[config.mk]
export PLATFORM = sky130hd
export DESIGN_NAME = nvw_guard_ctrl
export DESIGN_NICKNAME = d
export VERILOG_FILES = /design/src/rtl/nvw_pkg.sv /design/src/rtl/nvw_range_guard.sv /design/src/rtl/nvw_lane_map.sv /design/src/rtl/nvw_write_timer.sv /design/src/rtl/nvw_guard_ctrl.sv
export SDC_FILE = /design/constraint.sdc
export NUM_CORES = 1
export LEC_CHECK = 0
export ABC_AREA = 1
export ABC_CLOCK_PERIOD_IN_PS = 2200
export BUFFER_PORTS_ARGS = -buffer_cell sky130_fd_sc_hd__buf_2
export CAP_MARGIN = 15
export CORE_MARGIN = 1
export CORE_UTILIZATION = 53
export CTS_CLUSTER_SIZE = 30
export DETAILED_ROUTE_END_ITERATION = 7
export PLACE_DENSITY = 0.87
export SLEW_MARGIN = 20
export SYNTH_ARGS = -nofsm -noshare
export SYNTH_HDL_FRONTEND = slang
export SYNTH_SLANG_ARGS = --single-unit
[constraint.sdc]
create_clock -name clk -period 2.2 [get_ports clk]
set_input_delay 0.44 -clock clk [delete_from_list [all_inputs] [get_ports clk]]
set_output_delay 0.44 -clock clk [all_outputs]
set_load 0.05 [all_outputs]
[src/rtl/nvw_pkg.sv]
package nvw_pkg;
    localparam int PAGE_BYTES = 4;
    localparam int LANE_W     = 8;
    localparam int PAGE_W     = PAGE_BYTES * LANE_W;

    typedef enum logic [1:0] {
        ST_IDLE = 2'd0,
        ST_PEND = 2'd1,
        ST_BUSY = 2'd2
    } nvw_state_e;
endpackage

[src/rtl/nvw_range_guard.sv]
module nvw_range_guard #(
    parameter int ADDR_W = 9
) (
    input  logic [ADDR_W-1:0] addr,
    input  logic [1:0]        lock_sel,
    output logic              locked
);
    always_comb begin
        case (lock_sel)
            2'd1:    locked = (addr[ADDR_W-1 -: 2] == 2'b11);
            2'd2:    locked = addr[ADDR_W-1];
            2'd3:    locked = 1'b1;
            default: locked = 1'b0;
        endcase
    end
endmodule

[src/rtl/nvw_lane_map.sv]
module nvw_lane_map
    import nvw_pkg::*;
#(
    parameter int LEN_W = 8
) (
    input  logic [1:0]          offset,
    input  logic [LEN_W-1:0]    len,
    input  logic [PAGE_W-1:0]   ring,
    output logic [PAGE_BYTES-1:0] lane_en,
    output logic [PAGE_W-1:0]   lane_data
);
    logic full_page;
    assign full_page = (len >= LEN_W'(PAGE_BYTES));

    for (genvar s = 0; s < PAGE_BYTES; s++) begin : g_lane
        localparam logic [1:0] SL = 2'(s);
        logic [1:0] rank;
        assign rank = SL - offset;
        assign lane_en[s] = full_page || (LEN_W'(rank) < len);
        assign lane_data[s*LANE_W +: LANE_W] = ring[{rank, 3'b000} +: LANE_W];
    end
endmodule

[src/rtl/nvw_write_timer.sv]
module nvw_write_timer #(
    parameter int T_WRITE = 250000
) (
    input  logic clk,
    input  logic rst_n,
    input  logic run,
    output logic done
);
    localparam int CW = (T_WRITE > 1) ? $clog2(T_WRITE) : 1;
    localparam logic [CW-1:0] LAST = CW'(T_WRITE - 1);

    logic [CW-1:0] cnt_d, cnt_q;

    always_comb begin
        cnt_d = '0;
        if (run && cnt_q != LAST) cnt_d = cnt_q + 1'b1;
    end

    always_ff @(posedge clk) begin
        if (!rst_n) cnt_q <= '0;
        else        cnt_q <= cnt_d;
    end

    assign done = run && (cnt_q == LAST);

    AST_CNT_BOUND: assert property (@(posedge clk) disable iff (!rst_n)
        cnt_q <= LAST);
    AST_IDLE_ZERO: assert property (@(posedge clk) disable iff (!rst_n)
        !run |=> (cnt_q == '0));
endmodule

[src/rtl/nvw_guard_ctrl.sv]
module nvw_guard_ctrl
    import nvw_pkg::*;
#(
    parameter int         ADDR_W   = 9,
    parameter int         LEN_W    = 8,
    parameter int         T_WRITE  = 250000,
    parameter logic [1:0] BP_RESET = 2'b00
) (
    input  logic              clk,
    input  logic              rst_n,
    input  logic              cs_n,
    input  logic              wp_n,
    input  logic              cmd_wren,
    input  logic              cmd_wrdi,
    input  logic              req_arm,
    input  logic              req_is_sr,
    input  logic [ADDR_W-1:0] req_addr,
    input  logic [LEN_W-1:0]  req_len,
    input  logic [31:0]       req_ring,
    input  logic [1:0]        req_sr_bp,
    output logic              busy,
    output logic              wel,
    output logic [1:0]        bp,
    output logic              commit,
    output logic [ADDR_W-1:0] commit_addr,
    output logic [3:0]        commit_be,
    output logic [31:0]       commit_data
);
    typedef struct packed {
        nvw_state_e          st;
        logic                wel;
        logic [1:0]          bp;
        logic                is_sr;
        logic [1:0]          sr_bp;
        logic [ADDR_W-1:0]   addr;
        logic [PAGE_BYTES-1:0] be;
        logic [PAGE_W-1:0]   data;
        logic                commit;
    } ctrl_t;

    ctrl_t q, d;

    logic                  req_locked;
    logic                  cyc_done;
    logic [PAGE_BYTES-1:0] map_en;
    logic [PAGE_W-1:0]     map_data;

    nvw_range_guard #(.ADDR_W(ADDR_W)) u_guard_req (
        .addr     (req_addr),
        .lock_sel (q.bp),
        .locked   (req_locked)
    );

    nvw_lane_map #(.LEN_W(LEN_W)) u_map (
        .offset    (req_addr[1:0]),
        .len       (req_len),
        .ring      (req_ring),
        .lane_en   (map_en),
        .lane_data (map_data)
    );

    nvw_write_timer #(.T_WRITE(T_WRITE)) u_timer (
        .clk   (clk),
        .rst_n (rst_n),
        .run   (q.st == ST_BUSY),
        .done  (cyc_done)
    );

    always_comb begin
        d        = q;
        d.commit = 1'b0;

        if (q.st != ST_BUSY) begin
            if (cmd_wrdi)      d.wel = 1'b0;
            else if (cmd_wren) d.wel = 1'b1;
        end

        case (q.st)
            ST_IDLE: begin
                if (req_arm && !cs_n && q.wel && wp_n && (req_is_sr || !req_locked)) begin
                    d.st    = ST_PEND;
                    d.is_sr = req_is_sr;
                    d.sr_bp = req_sr_bp;
                    d.addr  = {req_addr[ADDR_W-1:2], 2'b00};
                    d.be    = map_en;
                    d.data  = map_data;
                end
            end
            ST_PEND: begin
                if (cs_n)       d.st = ST_BUSY;
                else if (!wp_n) d.st = ST_IDLE;
            end
            ST_BUSY: begin
                if (cyc_done) begin
                    d.st  = ST_IDLE;
                    d.wel = 1'b0;
                    if (q.is_sr) d.bp     = q.sr_bp;
                    else         d.commit = 1'b1;
                end
            end
            default: d.st = ST_IDLE;
        endcase
    end

    always_ff @(posedge clk) begin
        if (!rst_n) begin
            q        <= '0;
            q.st     <= ST_IDLE;
            q.bp     <= BP_RESET;
        end else begin
            q <= d;
        end
    end

    assign busy        = (q.st == ST_BUSY);
    assign wel         = q.wel;
    assign bp          = q.bp;
    assign commit      = q.commit;
    assign commit_addr = q.addr;
    assign commit_be   = q.be;
    assign commit_data = q.data;

    logic commit_locked;
    nvw_range_guard #(.ADDR_W(ADDR_W)) u_guard_chk (
        .addr     (commit_addr),
        .lock_sel (bp),
        .locked   (commit_locked)
    );

    AST_COMMIT_PULSE: assert property (@(posedge clk) disable iff (!rst_n)
        commit |=> !commit);
    AST_COMMIT_WEL_LOW: assert property (@(posedge clk) disable iff (!rst_n)
        commit |-> !wel);
    AST_COMMIT_AFTER_BUSY: assert property (@(posedge clk) disable iff (!rst_n)
        commit |-> $past(busy));
    AST_NO_WEL_RISE_BUSY: assert property (@(posedge clk) disable iff (!rst_n)
        busy |=> !$rose(wel));
    AST_COMMIT_UNLOCKED: assert property (@(posedge clk) disable iff (!rst_n)
        commit |-> !commit_locked);
    AST_BP_ON_SR_END: assert property (@(posedge clk) disable iff (!rst_n)
        !$stable(bp) |-> (!commit && !busy && $past(busy)));
endmodule

# ---- After elaboration in Yosys (flattened, before gate mapping)
# Cells that the tools add are included.
dict set report word_totals {
  reg_bits 70
  latch_bits 0
  ramBits 0
  mem_bits_ro 0
  in_bits 59
  output_inout_bits 50
  wordCells 67
  mem_count 0
}
dict set report op_classes {
  add_sub_neg 5
  multipliers 0
  div_mod_pow 0
  order_cmp 5
  n_eq_ne 12
  shifts 4
  mux 12
  bitwise 0
  n_reduce_logical 19
}
# op n
set ops {}
lappend ops {{32-bit by 6-bit variable part select with 8-bit output} 4}
lappend ops {{2-bit by 8-bit less-than comparator with 1-bit output} 4}
lappend ops {{18-bit by 1-bit adder with 18-bit output, second input constant} 1}
lappend ops {{18-bit == test, second input constant} 1}
lappend ops {{18-bit != test, second input constant} 1}
lappend ops {{3-bit AND reduction} 3}
lappend ops {{2-bit == test, second input constant} 4}
lappend ops {{8-bit by 3-bit >= comparator with 1-bit output, second input constant} 1}
lappend ops {{2-bit 2-to-1 mux} 4}
lappend ops {{1-bit logical AND} 6}
lappend ops {{2-bit != test, second input constant} 3}
lappend ops {{2-bit case mux with 3 select lines} 1}
lappend ops {{1-bit logical OR} 5}
lappend ops {{5-bit 2-to-1 mux} 1}
lappend ops {{2-bit by 1-bit == test with 1-bit output, second input constant} 2}
lappend ops {{1-bit 2-to-1 mux} 4}
lappend ops {{2-bit AND reduction} 2}
lappend ops {{1-bit by 2-bit subtractor with 2-bit output, first input constant} 2}
lappend ops {{2-bit subtractor, first input constant} 2}
lappend ops {{3-bit 2-to-1 mux} 1}
lappend ops {{3-bit != test, second input constant} 1}
lappend ops {{1-bit case mux with 3 select lines} 1}
lappend ops {{1-bit logical NOT} 2}
lappend ops {{2-bit logical NOT} 1}

# ---- Depth between registers and ports, before layout
dict set report depth {
  ltp_word 7
  depth_mapped 10
  depth_no_buf 8
}

# ---- Modules after synthesis
# A second synthesis with hierarchy kept.
dict set report hier_totals {
  hier_cells 792
  area_unflattened_um2 4996.0
}
# module n_inst cells_per_inst area_each_um2 seq_area_each_um2
set by_module_without_submodules {}
lappend by_module_without_submodules {nvw_guard_ctrl 1 389 2831.5 1041.0}
lappend by_module_without_submodules {nvw_lane_map 1 257 1147.4 0.0}
lappend by_module_without_submodules {nvw_write_timer 1 143 1003.5 360.3}
lappend by_module_without_submodules {nvw_range_guard 1 3 13.8 0.0}

# ---- Worst setup path after synthesis
# No wires, ideal clock.
dict set report synth_timing {
  path_type {register -> register}
  from {reg q[53] (netlist bit)}
  to {reg u_timer.cnt_q[12]}
  setup_time_ns 0.064
  t_arrival_ns 1.811
  required_ns 2.136
  setup_slack_ns 0.325
  path_stages_with_launch 6
  n_path_buf 1
  period_less_slack_ns 1.875
  cell_sequence {dfxtp_1 inv_1 nor2_1 nand3_2 buf_2 nor2_1}
}
dict set report synth_via {
  elab_chain_len 3
}
# item line
set synth_rtl {}
lappend synth_rtl {{start, declared} nvw_guard_ctrl.sv:41} ;# ctrl_t q, d;
lappend synth_rtl {{2-bit == test} -}
lappend synth_rtl {{via busy} nvw_guard_ctrl.sv:21} ;# output logic busy,
lappend synth_rtl {{1-bit logical AND} nvw_write_timer.sv:16} ;# if (run && cnt_q != LAST) cnt_d = cnt_q + 1'b1;
lappend synth_rtl {{2-bit AND reduction (no line)} -}
lappend synth_rtl {{end signal, assigned} nvw_write_timer.sv:21} ;# else cnt_q <= cnt_d;
lappend synth_rtl {{end, declared} nvw_write_timer.sv:12} ;# logic [CW-1:0] cnt_d, cnt_q;
# The timed path passes the listed nets, and every way through them passes these cells.
# A chain may end at the register's enable or synchronous reset.

# ---- Worst setup path after layout
dict set report layout_timing {
  from {reg u_timer.cnt_q[0]}
  to {reg u_timer.cnt_q[16]}
}
dict set report layout_via {
  elab_chain_len 3
  word_cells_on_any_way 4
  cone_classes {add/sub: 1; eq/ne: 1; reduce/logical: 2}
}
# item
set layout_rtl {}
lappend layout_rtl {{branches (longest 3 deep; another with 18-bit by 1-bit adder with 18-bit output)}}
# Several ways; the timed one is not identified.

==> impl_metrics.env <==
export IMPL_setup_viol=0
export IMPL_hold_class="input port to register"
export IMPL_grtUsageTotal_pct=23.28
export IMPL_portBuffers=106
export IMPL_die_y_microns=90.84
export IMPL_first_iter_violations=158
export IMPL_stdcell_area_sq_mm=0.004657
export IMPL_criticalPathCategory="register to register"
export IMPL_seq_area_frac_synth_pct=33.50
export IMPL_crit_path_end_kind="register"
export IMPL_core_sq_mm=0.007687
export IMPL_synth_common_cells="nand2_1 (163), nor2_1 (144), inv_1 (76), dfxtp_1 (70), buf_4 (51)"
export IMPL_grt_max_degree=42
export IMPL_num_vias=4085
export IMPL_synth_area_leader_cell="dfxtp_1"
export IMPL_dpl_hpwl_microns=7075
export IMPL_wl_per_cell_microns=11.32
export IMPL_placedInstanceArea_sq_mm=0.004464
export IMPL_rr_worst_depth=7
export IMPL_finalClockSkew_ns=0.006475
export IMPL_clock_sinks=70
export IMPL_ios=109
export IMPL_async_reset_ff_share_pct=0
export IMPL_remaining_drc_errors=0
export IMPL_fmax_ghz=0.5608
export IMPL_place_gp_congestion=0.8905
export IMPL_yosysWarnings=0
export IMPL_fp_row_count=32
export IMPL_tns_ns=0
export IMPL_critPathRequiredTime_ns=2.42
export IMPL_clk_pin_slew_ns=0.07
export IMPL_cp_arrival_ns=2.00
export IMPL_regToRegStartpoint="u_timer.cnt_q[0]"
export IMPL_layout_drive_gt1_share_pct=18.90
export IMPL_num_fill_cells=730
export IMPL_rrSetupSlack_ns=0.42
export IMPL_crit_start="u_timer.cnt_q[0]"
export IMPL_fin_util_pct=60.58
export IMPL_critical_path_startpoint_type="register"
export IMPL_synth_edf_count=0
export IMPL_cts_tree="yes"
export IMPL_firstDrtPassIters=6
export IMPL_start_util_pct=54.41
export IMPL_r2r_end="u_timer.cnt_q[16]"
export IMPL_synth_seq_cells=70
export IMPL_p_per_area_mw_per_mm2=569.2
export IMPL_totalWireLength_microns=9420
export IMPL_synth_top_area_share_pct=33.50
export IMPL_yosysUniqueCellTypes=26
export IMPL_grt_pass1_vias=3603
export IMPL_status="completed"
export IMPL_ir_worst_vdd_v=0.0003199
export IMPL_cellLeakagePower_nw=2.346
export IMPL_dp_slack_ns=0.3684
export IMPL_grt_first_pass_wirelength_microns=15690
export IMPL_cts_made_buffers=9
export IMPL_slew_violations=0
export IMPL_rsz0062_at_grt="no"
export IMPL_cts_root_buf="clkbuf_8"
export IMPL_viasPerCell=4.910
export IMPL_fin_ws_ns=0.4167
export IMPL_nNetsFinal=791
export IMPL_hold_depth=3
export IMPL_setup_worst_path_end="u_timer.cnt_q[16]"
export IMPL_max_cap_violations=0
export IMPL_clk_path_buf_depth=2
export IMPL_critical_path_max_fanout=5
export IMPL_hold_viol=0
export IMPL_die_w_microns=90.84
export IMPL_cts_hold_buffers=0
export IMPL_worstSkewPairLatency_ns=0.34
export IMPL_postCtsSetupBuffers=0
export IMPL_antenna_cells=0
export IMPL_drtAntennaViolNets=0
export IMPL_yosysMostFrequentCell="nand2_1"
export IMPL_cts_resized=0
export IMPL_area_growth_pct=11.34
export IMPL_grt_overflow_total=0
export IMPL_antenna_found_initial=0
export IMPL_ys_top_cells_by_area="dfxtp_1 (34%), nand2_1 (15%), nor2_1 (13%)"
export IMPL_cts_htree_levels=3
export IMPL_period_share_pct=81.06
export IMPL_die_area_sq_mm=0.008251
export IMPL_syn_area_per_cell_sq_um=6.197
export IMPL_fin_crit_ns=1.783
export IMPL_synth_ff_type="dfxtp_1"
export IMPL_syn_area_sq_mm=0.004183
export IMPL_syn_inst=675
-- area by class of cell --
cell class              instances  area, sq um  area share, %
multi-input cells             450         1997          42.88
inverters                      78        292.8          6.287
well taps                     102        127.6          2.740
flip-flops and latches         70         1401          30.09
clock buffers                  14        192.7          4.138
repair buffers                118        645.6          13.86
-- power breakdown --
part | switching (W) | internal, W | leakage [nW] | total, W
logic | 0.000241 | 0.000120 | 1.68 | 0.000362
registers | 0.00000649 | 0.00128 | 0.565 | 0.00129
clock network | 0.000451 | 0.000552 | 0.101 | 0.00100
-- logic make-up (layout without fill, tap and decap cells) --
family	count (synthesis)	count (layout)	share of synthesized area (%)
compound gates	73	73	8.794
xor+xnor	9	9	2.333
fa+ha+maj	5	5	1.496
buf+inv	156	210	18.96
flops	70	70	33.50
other cells	1	2	0.08965
simple gates	361	361	34.82
-- stage by stage --
| stage | hold slack, ns | power [W] | std cells |
|---|---|---|---|
| after floorplan | 0.4225 | 0.001574 | 676 |
| after global placement | 0.4456 | 0.001664 | 818 |
| after detailed placement | 0.4547 | 0.001673 | 818 |
| after CTS | 0.3552 | 0.002671 | 832 |
| after global routing | 0.3598 | 0.002765 | 832 |
| final | 0.3685 | 0.002651 | 832 |
-- state kept, by name (all words and copies together) (netlist names) --
signal	flops
commit	1
bp	2
commit_addr	7
u_timer.cnt_q	18
commit_be	4
commit_data	32
q	5
wel	1
-- worst max-delay path: stages (launching register included) --
cell     delay, ns
dfxtp_1       0.41
ha_1          0.24
nand3_1       0.11
nor2_1        0.36
nand3_1       0.18
nor2_1        0.15
xor2_1        0.15
nor2_1        0.06
-- metal layers --
| metal | vias up | share of wire [%] | track usage (%) | wire length, microns |
|---|---|---|---|---|
| met5 | - | 0 | 0 | 0 |
| met4 | 0 | 1.6 | 7.011 | 155 |
| met3 | 17 | 7.1 | 5.387 | 670 |
| met2 | 139 | 48 | 41.41 | 4541 |
| met1 | 1794 | 43 | 27.70 | 4052 |
| li1 | 2135 | - | - | - |
-- how the worst min path moves through the flow --
stage	start	endpoint	slack [ns]
global route	req_addr[4]	commit_addr[4]	0.36
detailed placement	commit_addr[4]	commit_addr[4]	0.45
global placement	q[48]	commit	0.45
CTS	req_sr_bp[1]	q[47]	0.36
floorplan	q[48]	commit	0.42
finish	req_addr[5]	commit_addr[5]	0.37
-- layout by cell type, fill, tap and decap left out --
cell type  netlist  routed
nand2_1        163     163
nor2_1         144     144
buf_2           13     106
inv_1           76      76
dfxtp_1         70      70
o21ai_0         36      36
a21oi_1         28      28
nor3_1          19      19
nand4_1         15      15
clkbuf_8         0      14
nand3_1         14      13
buf_4           51      10
o21ai_1          8       8
xor2_1           5       5
ha_1             5       5
xnor2_1          3       3
nand3_2          1       2
nand3b_1         2       2
or2_2            2       2
conb_1           1       2
buf_12           0       2
xor2_4           1       1
inv_2            1       1
clkinv_1         1       1
o31ai_1          1       1
nor3b_1          1       1
Note: power is estimated with default switching activity, not from simulation.
